[config.mk]
export PLATFORM = sky130hd
export DESIGN_NAME = seg_ar_rules
export DESIGN_NICKNAME = d
export VERILOG_FILES = /design/src/rtl/seg_chk_pkg.sv /design/src/rtl/seg_ar_rules.sv
export SDC_FILE = /design/constraint.sdc
export NUM_CORES = 1
export LEC_CHECK = 0
export BUFFER_PORTS_ARGS = -buffer_cell sky130_fd_sc_hd__buf_4
export CORE_MARGIN = 4
export CORE_UTILIZATION = 28
export DETAILED_ROUTE_END_ITERATION = 7
export PLACE_DENSITY = 0.89
export SYNTH_ARGS = -nofsm -noshare
export SYNTH_HDL_FRONTEND = slang
export SYNTH_SLANG_ARGS = --single-unit
[constraint.sdc]
create_clock -name vclk -period 1.8
set_clock_uncertainty 0.05 [all_clocks]
set_input_delay 0.27 -clock vclk [all_inputs]
set_output_delay 0.27 -clock vclk [all_outputs]
set_load 0.01 [all_outputs]
[src/rtl/seg_chk_pkg.sv]
package seg_chk_pkg;

    localparam int FAIL_W = 16;

    typedef enum logic [2:0] {
        KIND_CODE   = 3'd0,
        KIND_STACK  = 3'd1,
        KIND_DATA   = 3'd2,
        KIND_DATA64 = 3'd3,
        KIND_TASK   = 3'd4,
        KIND_LDT    = 3'd5
    } seg_kind_e;

    typedef enum logic {
        ST_IDLE   = 1'b0,
        ST_REPORT = 1'b1
    } chk_state_e;

    // access-rights field positions
    localparam int AR_S    = 4;
    localparam int AR_P    = 7;
    localparam int AR_L    = 13;
    localparam int AR_DB   = 14;
    localparam int AR_G    = 15;
    localparam int AR_UNUS = 16;

    // failure vector bit positions
    localparam int FB_UNUSABLE = 0;
    localparam int FB_TYPE     = 1;
    localparam int FB_SBIT     = 2;
    localparam int FB_DPL      = 3;
    localparam int FB_PRESENT  = 4;
    localparam int FB_RSVD_LO  = 5;
    localparam int FB_DB       = 6;
    localparam int FB_GRAN     = 7;
    localparam int FB_RSVD_HI  = 8;
    localparam int FB_SEL_TI   = 9;
    localparam int FB_SS_RPL   = 10;
    localparam int FB_V86_BASE = 11;
    localparam int FB_V86_LIM  = 12;
    localparam int FB_CANON    = 13;
    localparam int FB_BASE_HI  = 14;
    localparam int FB_KIND     = 15;

endpackage

[src/rtl/seg_ar_rules.sv]
module seg_ar_rules
    import seg_chk_pkg::*;
#(
    parameter int LIM_W = 32
) (
    input  logic [2:0]        kind,
    input  logic [11:0]       ar_lo,
    input  logic [31:13]      ar_hi,
    input  logic [1:0]        rpl,
    input  logic [11:0]       lim_low,
    input  logic [LIM_W-1:20] lim_high,
    input  logic              v86,
    input  logic              lm,
    output logic [FAIL_W-1:0] fail_part
);

    logic is_code, is_stack, is_data, is_task, is_ldt, usable;
    logic [3:0] typ;
    logic [1:0] dpl;
    logic       chk_full;

    assign is_code  = (kind == KIND_CODE);
    assign is_stack = (kind == KIND_STACK);
    assign is_data  = (kind == KIND_DATA) || (kind == KIND_DATA64);
    assign is_task  = (kind == KIND_TASK);
    assign is_ldt   = (kind == KIND_LDT);
    assign usable   = ~ar_hi[AR_UNUS];
    assign typ      = ar_lo[3:0];
    assign dpl      = ar_lo[6:5];
    assign chk_full = is_code || is_task || ((is_stack || is_data || is_ldt) && usable);

    always_comb begin
        fail_part = '0;

        fail_part[FB_UNUSABLE] = (is_task && !usable)
                              || (v86 && (is_code || is_stack || is_data) && !usable);

        fail_part[FB_TYPE] =
              (is_task  && (lm ? (typ != 4'd11) : !((typ == 4'd3) || (typ == 4'd11))))
           || (is_ldt   && usable && (typ != 4'd2))
           || (is_code  && (!typ[0] || (!v86 && !typ[3]) || (v86 && typ != 4'd3)))
           || (is_stack && ((usable && !((typ == 4'd3) || (typ == 4'd7))) || (v86 && typ != 4'd3)))
           || (is_data  && ((usable && !typ[0]) || (usable && typ[3] && !typ[1])
                            || (v86 && typ != 4'd3)));

        fail_part[FB_SBIT] = (is_task && ar_lo[AR_S])
                          || (is_ldt && usable && ar_lo[AR_S])
                          || (is_code && !ar_lo[AR_S])
                          || ((is_stack || is_data) && usable && !ar_lo[AR_S]);

        fail_part[FB_DPL] =
              (is_code  && (typ >= 4'd8) && (typ <= 4'd11) && (dpl != rpl))
           || (is_code  && (typ >= 4'd13) && (dpl > rpl))
           || (is_stack && !v86 && (dpl != rpl))
           || (is_data  && !v86 && usable && (typ <= 4'd11) && (dpl < rpl))
           || ((is_code || is_stack || is_data) && v86 && (dpl != 2'd3));

        fail_part[FB_PRESENT] = chk_full && !ar_lo[AR_P];
        fail_part[FB_RSVD_LO] = chk_full && (ar_lo[11:8] != 4'd0);
        fail_part[FB_RSVD_HI] = (is_code || is_task) && (ar_hi[31:17] != '0);

        fail_part[FB_DB] = (is_code && ar_hi[AR_DB] && (v86 || (lm && ar_hi[AR_L])))
                        || ((is_stack || is_data) && v86 && ar_hi[AR_DB]);

        fail_part[FB_GRAN] = chk_full &&
            ((ar_hi[AR_G] && ((lim_low != 12'hFFF) || v86))
             || (!ar_hi[AR_G] && (lim_high != '0)));
    end

endmodule

# [Yosys cells after proc, flatten, opt, wreduce, memory -nomap -nowiden]
# Cells that the tools add are included.
# W data, S select, Z words.
[classes] order_cmp=5 eq_ne=14 mux=1 bitwise_logic=1 n_reduce_logical=87
[op_table] cell="$logic_and A1 B1 Y1" count=44
[op_table] cell="$logic_or A1 B1 Y1" count=30
[op_table] cell="$reduce_bool A15 Y1" count=1
[op_table] cell="$ne A12 B12 Y1 const B" count=1
[op_table] cell="$reduce_bool A12 Y1" count=1
[op_table] cell="$logic_not A1 Y1" count=9
[op_table] cell="$ge A4 B4 Y1 const B" count=2
[op_table] cell="$ne A4 B2 Y1 const B" count=2
[op_table] cell="$eq A3 B2 Y1 const B" count=2
[op_table] cell="$eq A3 B3 Y1 const B" count=2
[op_table] cell="$eq A4 B2 Y1 const B" count=1
[op_table] cell="$eq A4 B3 Y1 const B" count=1
[op_table] cell="$eq A4 B4 Y1 const B" count=1
[op_table] cell="$le A4 B4 Y1 const B" count=1
[op_table] cell="$ne A4 B4 Y1 const B" count=1
[op_table] cell="$reduce_bool A4 Y1" count=1
[op_table] cell="$eq A3 B1 Y1 const B" count=1
[op_table] cell="$logic_not A3 Y1" count=1
[op_table] cell="$gt A2 B2 Y1" count=1
[op_table] cell="$lt A2 B2 Y1" count=1
[op_table] cell="$ne A2 B2 Y1" count=1
[op_table] cell="$ne A2 B2 Y1 const B" count=1
[op_table] cell="$mux W1" count=1
[op_table] cell="$not A1 Y1" count=1
[totals] regBits=0 inputBits=62 output_inout_bits=16

# [Depth between registers and ports, before layout]
[depth] depth_word=9 depth_mapped=6 mapped_depth_nobuf=6

# [Least setup slack after synthesis]
# OpenSTA, ideal clock, no wires.
[synth_path] path_kind="input to output" from="input port kind[2]" to="output port fail_part[3]" t_arrival_ns=1.132 required_ns=1.480 slack_ns=0.348 path_stages=4 path_buffers=0 path_cell_list="or4b_1 -> a21oi_1 -> a22o_1 -> a21o_2"
[synth_via] elab_chain_len=8 elab_cells_between_ends=24 classes_between="eq/ne (3); reduce/logical (21)"
[synth_rtl] element="start: declaration" line="seg_ar_rules.sv:6" text="input logic [2:0] kind,"
[synth_rtl] element="$eq A3 B2 Y1 or $logic_not A3 Y1 (tied branches)" line="seg_ar_rules.sv:24, seg_ar_rules.sv:22"
[synth_rtl] element="$logic_or A1 B1 Y1 or $logic_and A1 B1 Y1 (tied branches)" line="seg_ar_rules.sv:24, seg_ar_rules.sv:52"
[synth_rtl] element="$logic_and A1 B1 Y1, on equally long branches (2 in a row)" line="seg_ar_rules.sv:55, seg_ar_rules.sv:52"
[synth_rtl] element="$logic_and A1 B1 Y1 or $logic_or A1 B1 Y1 (tied branches)" line="seg_ar_rules.sv:55, seg_ar_rules.sv:53"
[synth_rtl] element="$logic_and A1 B1 Y1 or $logic_or A1 B1 Y1 (tied branches)" line="seg_ar_rules.sv:55, seg_ar_rules.sv:54"
[synth_rtl] element="$logic_or A1 B1 Y1" line="seg_ar_rules.sv:55" text="|| (is_data && !v86 && usable && (typ <= 4'd11) && (dpl < rpl))"
[synth_rtl] element="$logic_or A1 B1 Y1 *" line="seg_ar_rules.sv:56" text="|| ((is_code || is_stack || is_data) && v86 && (dpl != 2'd3));"
[synth_rtl] element="end: declaration" line="seg_ar_rules.sv:14" text="output logic [FAIL_W-1:0] fail_part"
# Mark *: on every way between the ends. The rest lies on a longest branch, timed or not.

# [Worst setup path after layout]
# Ends and elaborated chain as after synthesis.

==> results_dict.tcl <==
set metrics [dict create \
    min_to "fail_part[4]" \
    synth_top_family_by_area "simple AND/OR/NAND/NOR gates" \
    intPower_uw 134 \
    synth_area_leaders "buf_4 (11%), nor4_1 (9.3%), a21oi_1 (6.3%), nand2_1 (6.3%), inv_1 (5.6%)" \
    min_period_ps 1740 \
    comb_power_share_pct 100.0 \
    p_leak_nw 0.523 \
    die_w_um 49.1 \
    synthCells 78 \
    postSynthAreaPerCell_um2 6.06 \
    yosys.area_share.xor_xnor_pct 1.85 \
    netSwitchingPower_uw 87.2 \
    seq_area_um2 0 \
    area_growth_pct 113 \
    gp_congestion 0.767 \
    finalSetupViolCount 0 \
    die_height_um 49.1 \
    ys_types 31 \
    port-buffer-count 71 \
    dieArea_um2 2410 \
    synth_warnings 0 \
    drv_slew 0 \
    period_share_pct 96.7 \
    rows 14 \
    synth-adder-area-share_pct 5.29 \
    vias_per_cell 5.35 \
    totalWireLength_mm 2.16 \
    drtIter0Drc 10 \
    overflow 0 \
    crit_fanout 8 \
    drcViolationCount 0 \
    drt-pass1-iter-count 4 \
    hpwlAfterDp_mm 1.98 \
    worstPathRequired_ps 1480 \
    worst_slack_ps 59.9 \
    max_freq_mhz 575 \
    cap_violations 0 \
    track_usage_pct 17.2 \
    vdd_drop_max_uv 130 \
    via_count 877 \
    grt_max_degree 9 \
    crit_path_end_kind "primary output" \
    status "finished, final reports clean" \
    synth_most_common_cell "nand2_1" \
    worstHoldPathCells 3 \
    core_um2 1560 \
    hold_ws_ps 730 \
    rsz0062_at_grt "false" \
    grt_pass1_vias 902 \
    hold_class "primary input to primary output" \
    seq_area_frac_synth_pct 0 \
    wl_per_cell_um 13.2 \
    synth_compound_area_share_pct 34.1 \
    synth-simple-area-share_pct 39.4 \
    route.antenna.remaining_nets 0 \
    io_pins 78 \
    switching_share_pct 39.4 \
    num-fill-cells 134 \
    hold_viol 0 \
    synth_area_um2 473 \
    synthMuxAreaShare_pct 0 \
    cp-start-kind "primary input" \
    ys_top_cells_by_count "nand2_1 (8), buf_4 (7), inv_1 (7), nor2_1 (7), nor4_1 (7)" \
    num-nets-final 214 \
    multi_input_area_um2 414 \
    critPathKind "primary input to primary output" \
    initial_core_util_pct 30.3 \
    place_ws_ps 65.4 \
    nFlopsAndLatches 0 \
    fin_setup_tns_ps 0 \
    hold_start "ar_lo[7]" \
    p_clk_share_pct 0 \
    antenna_found_initial 0 \
    nClkBuffers 0 \
    p_seq_share_pct 0 \
    drive_gt1_share_pct 50.7 \
    antenna_cells 0 \
    power_density_nw_per_um2 219 \
    synth.top_cell.area_share_pct 11.1 \
    synth_area_leader_cell "buf_4" \
    cp.arrival_ps 1420 \
    grt_first_pass_wirelength_mm 3.53 \
]
==> area by class of cell <==
class / instances / share of cell area (%)
timing repair buffer: 73 / 54.3
tap: 16 / 1.99
inverter: 7 / 2.61
multi-input combinational: 68 / 41.1
==> power groups by stage <==
| stage | Sequential, mW | Combinational, mW | Clock [mW] |
|---|---|---|---|
| after floorplan | 0 | 0.0819 | 0 |
| after global routing | 0 | 0.243 | 0 |
| after CTS | 0 | 0.220 | 0 |
| after detailed placement | 0 | 0.220 | 0 |
| final | 0 | 0.221 | 0 |
| after global placement | 0 | 0.215 | 0 |
==> worst max-delay path by stage <==
| stage | start | endpoint | slack (ps) | cells after the start |
|---|---|---|---|---|
| after floorplan | kind[2] | fail_part[3] | 350 | 4 |
| after global placement | kind[2] | fail_part[3] | 90 | 6 |
| after detailed placement | kind[2] | fail_part[3] | 70 | 6 |
| after CTS | kind[2] | fail_part[3] | 70 | 6 |
| after global routing | kind[2] | fail_part[3] | 20 | 6 |
| final | kind[2] | fail_part[3] | 60 | 6 |
==> layout by cell type, fill, tap and decap left out <==
master / n
a21o_2: 1
or4b_1: 1
nand2b_1: 2
inv_1: 7
a311oi_1: 2
a21o_1: 1
conb_1: 7
nand4_1: 3
a21oi_1: 6
nor3_1: 3
o32ai_1: 1
nor4_1: 6
nand2_1: 8
o22ai_1: 1
a22o_1: 1
o21ai_0: 1
a2111oi_0: 1
o2111ai_1: 1
o31a_1: 1
ha_1: 2
o21bai_1: 1
nor3b_1: 2
buf_4: 73
xor2_1: 1
o311ai_0: 1
nor2_1: 7
a31oi_1: 3
or4_1: 2
nor4_2: 1
a211oi_1: 1
==> metal layers <==
metal  part of all wire [%]  vias up  track usage (%)
li1                       -      427                -
met1                     33      382             17.2
met2                     53       64             33.9
met3                     13        4             6.12
met4                   0.60        0             2.37
met5                      0        -                0
==> cells by family after synthesis <==
logic type	Yosys count
AOI/OAI and AO/OA	23
xor gates and xnor gates	1
adders and majority gates	2
buffers and inverters	16
other	1
and+or+nand+nor	35
==> metrics by stage <==
| stage | power, mW | area, um^2 | std cells | utilization, % |
|---|---|---|---|---|
| after global routing | 0.243 | 1010 | 164 | 64.7 |
| after floorplan | 0.0819 | 495 | 84 | - |
| after CTS | 0.220 | 1000 | 164 | 64.3 |
| after detailed placement | 0.220 | 1000 | 164 | 64.3 |
| after global placement | 0.215 | 1000 | 164 | 64.3 |
| final | 0.221 | 1010 | 164 | 64.7 |
==> critical path, cell delays in order <==
cell     delay, ps
buf_4          140
or4b_1         520
a21oi_1        150
a22o_1         150
a21o_2          80
buf_4          110
==> repair_timing <==
action / CTS / global route
hold buffers: 0 / 0
resized for setup: 0 / 1
setup buffers: 0 / 0
setup endpoints to repair: 0 / 1
(Power assumes the default switching activity.)
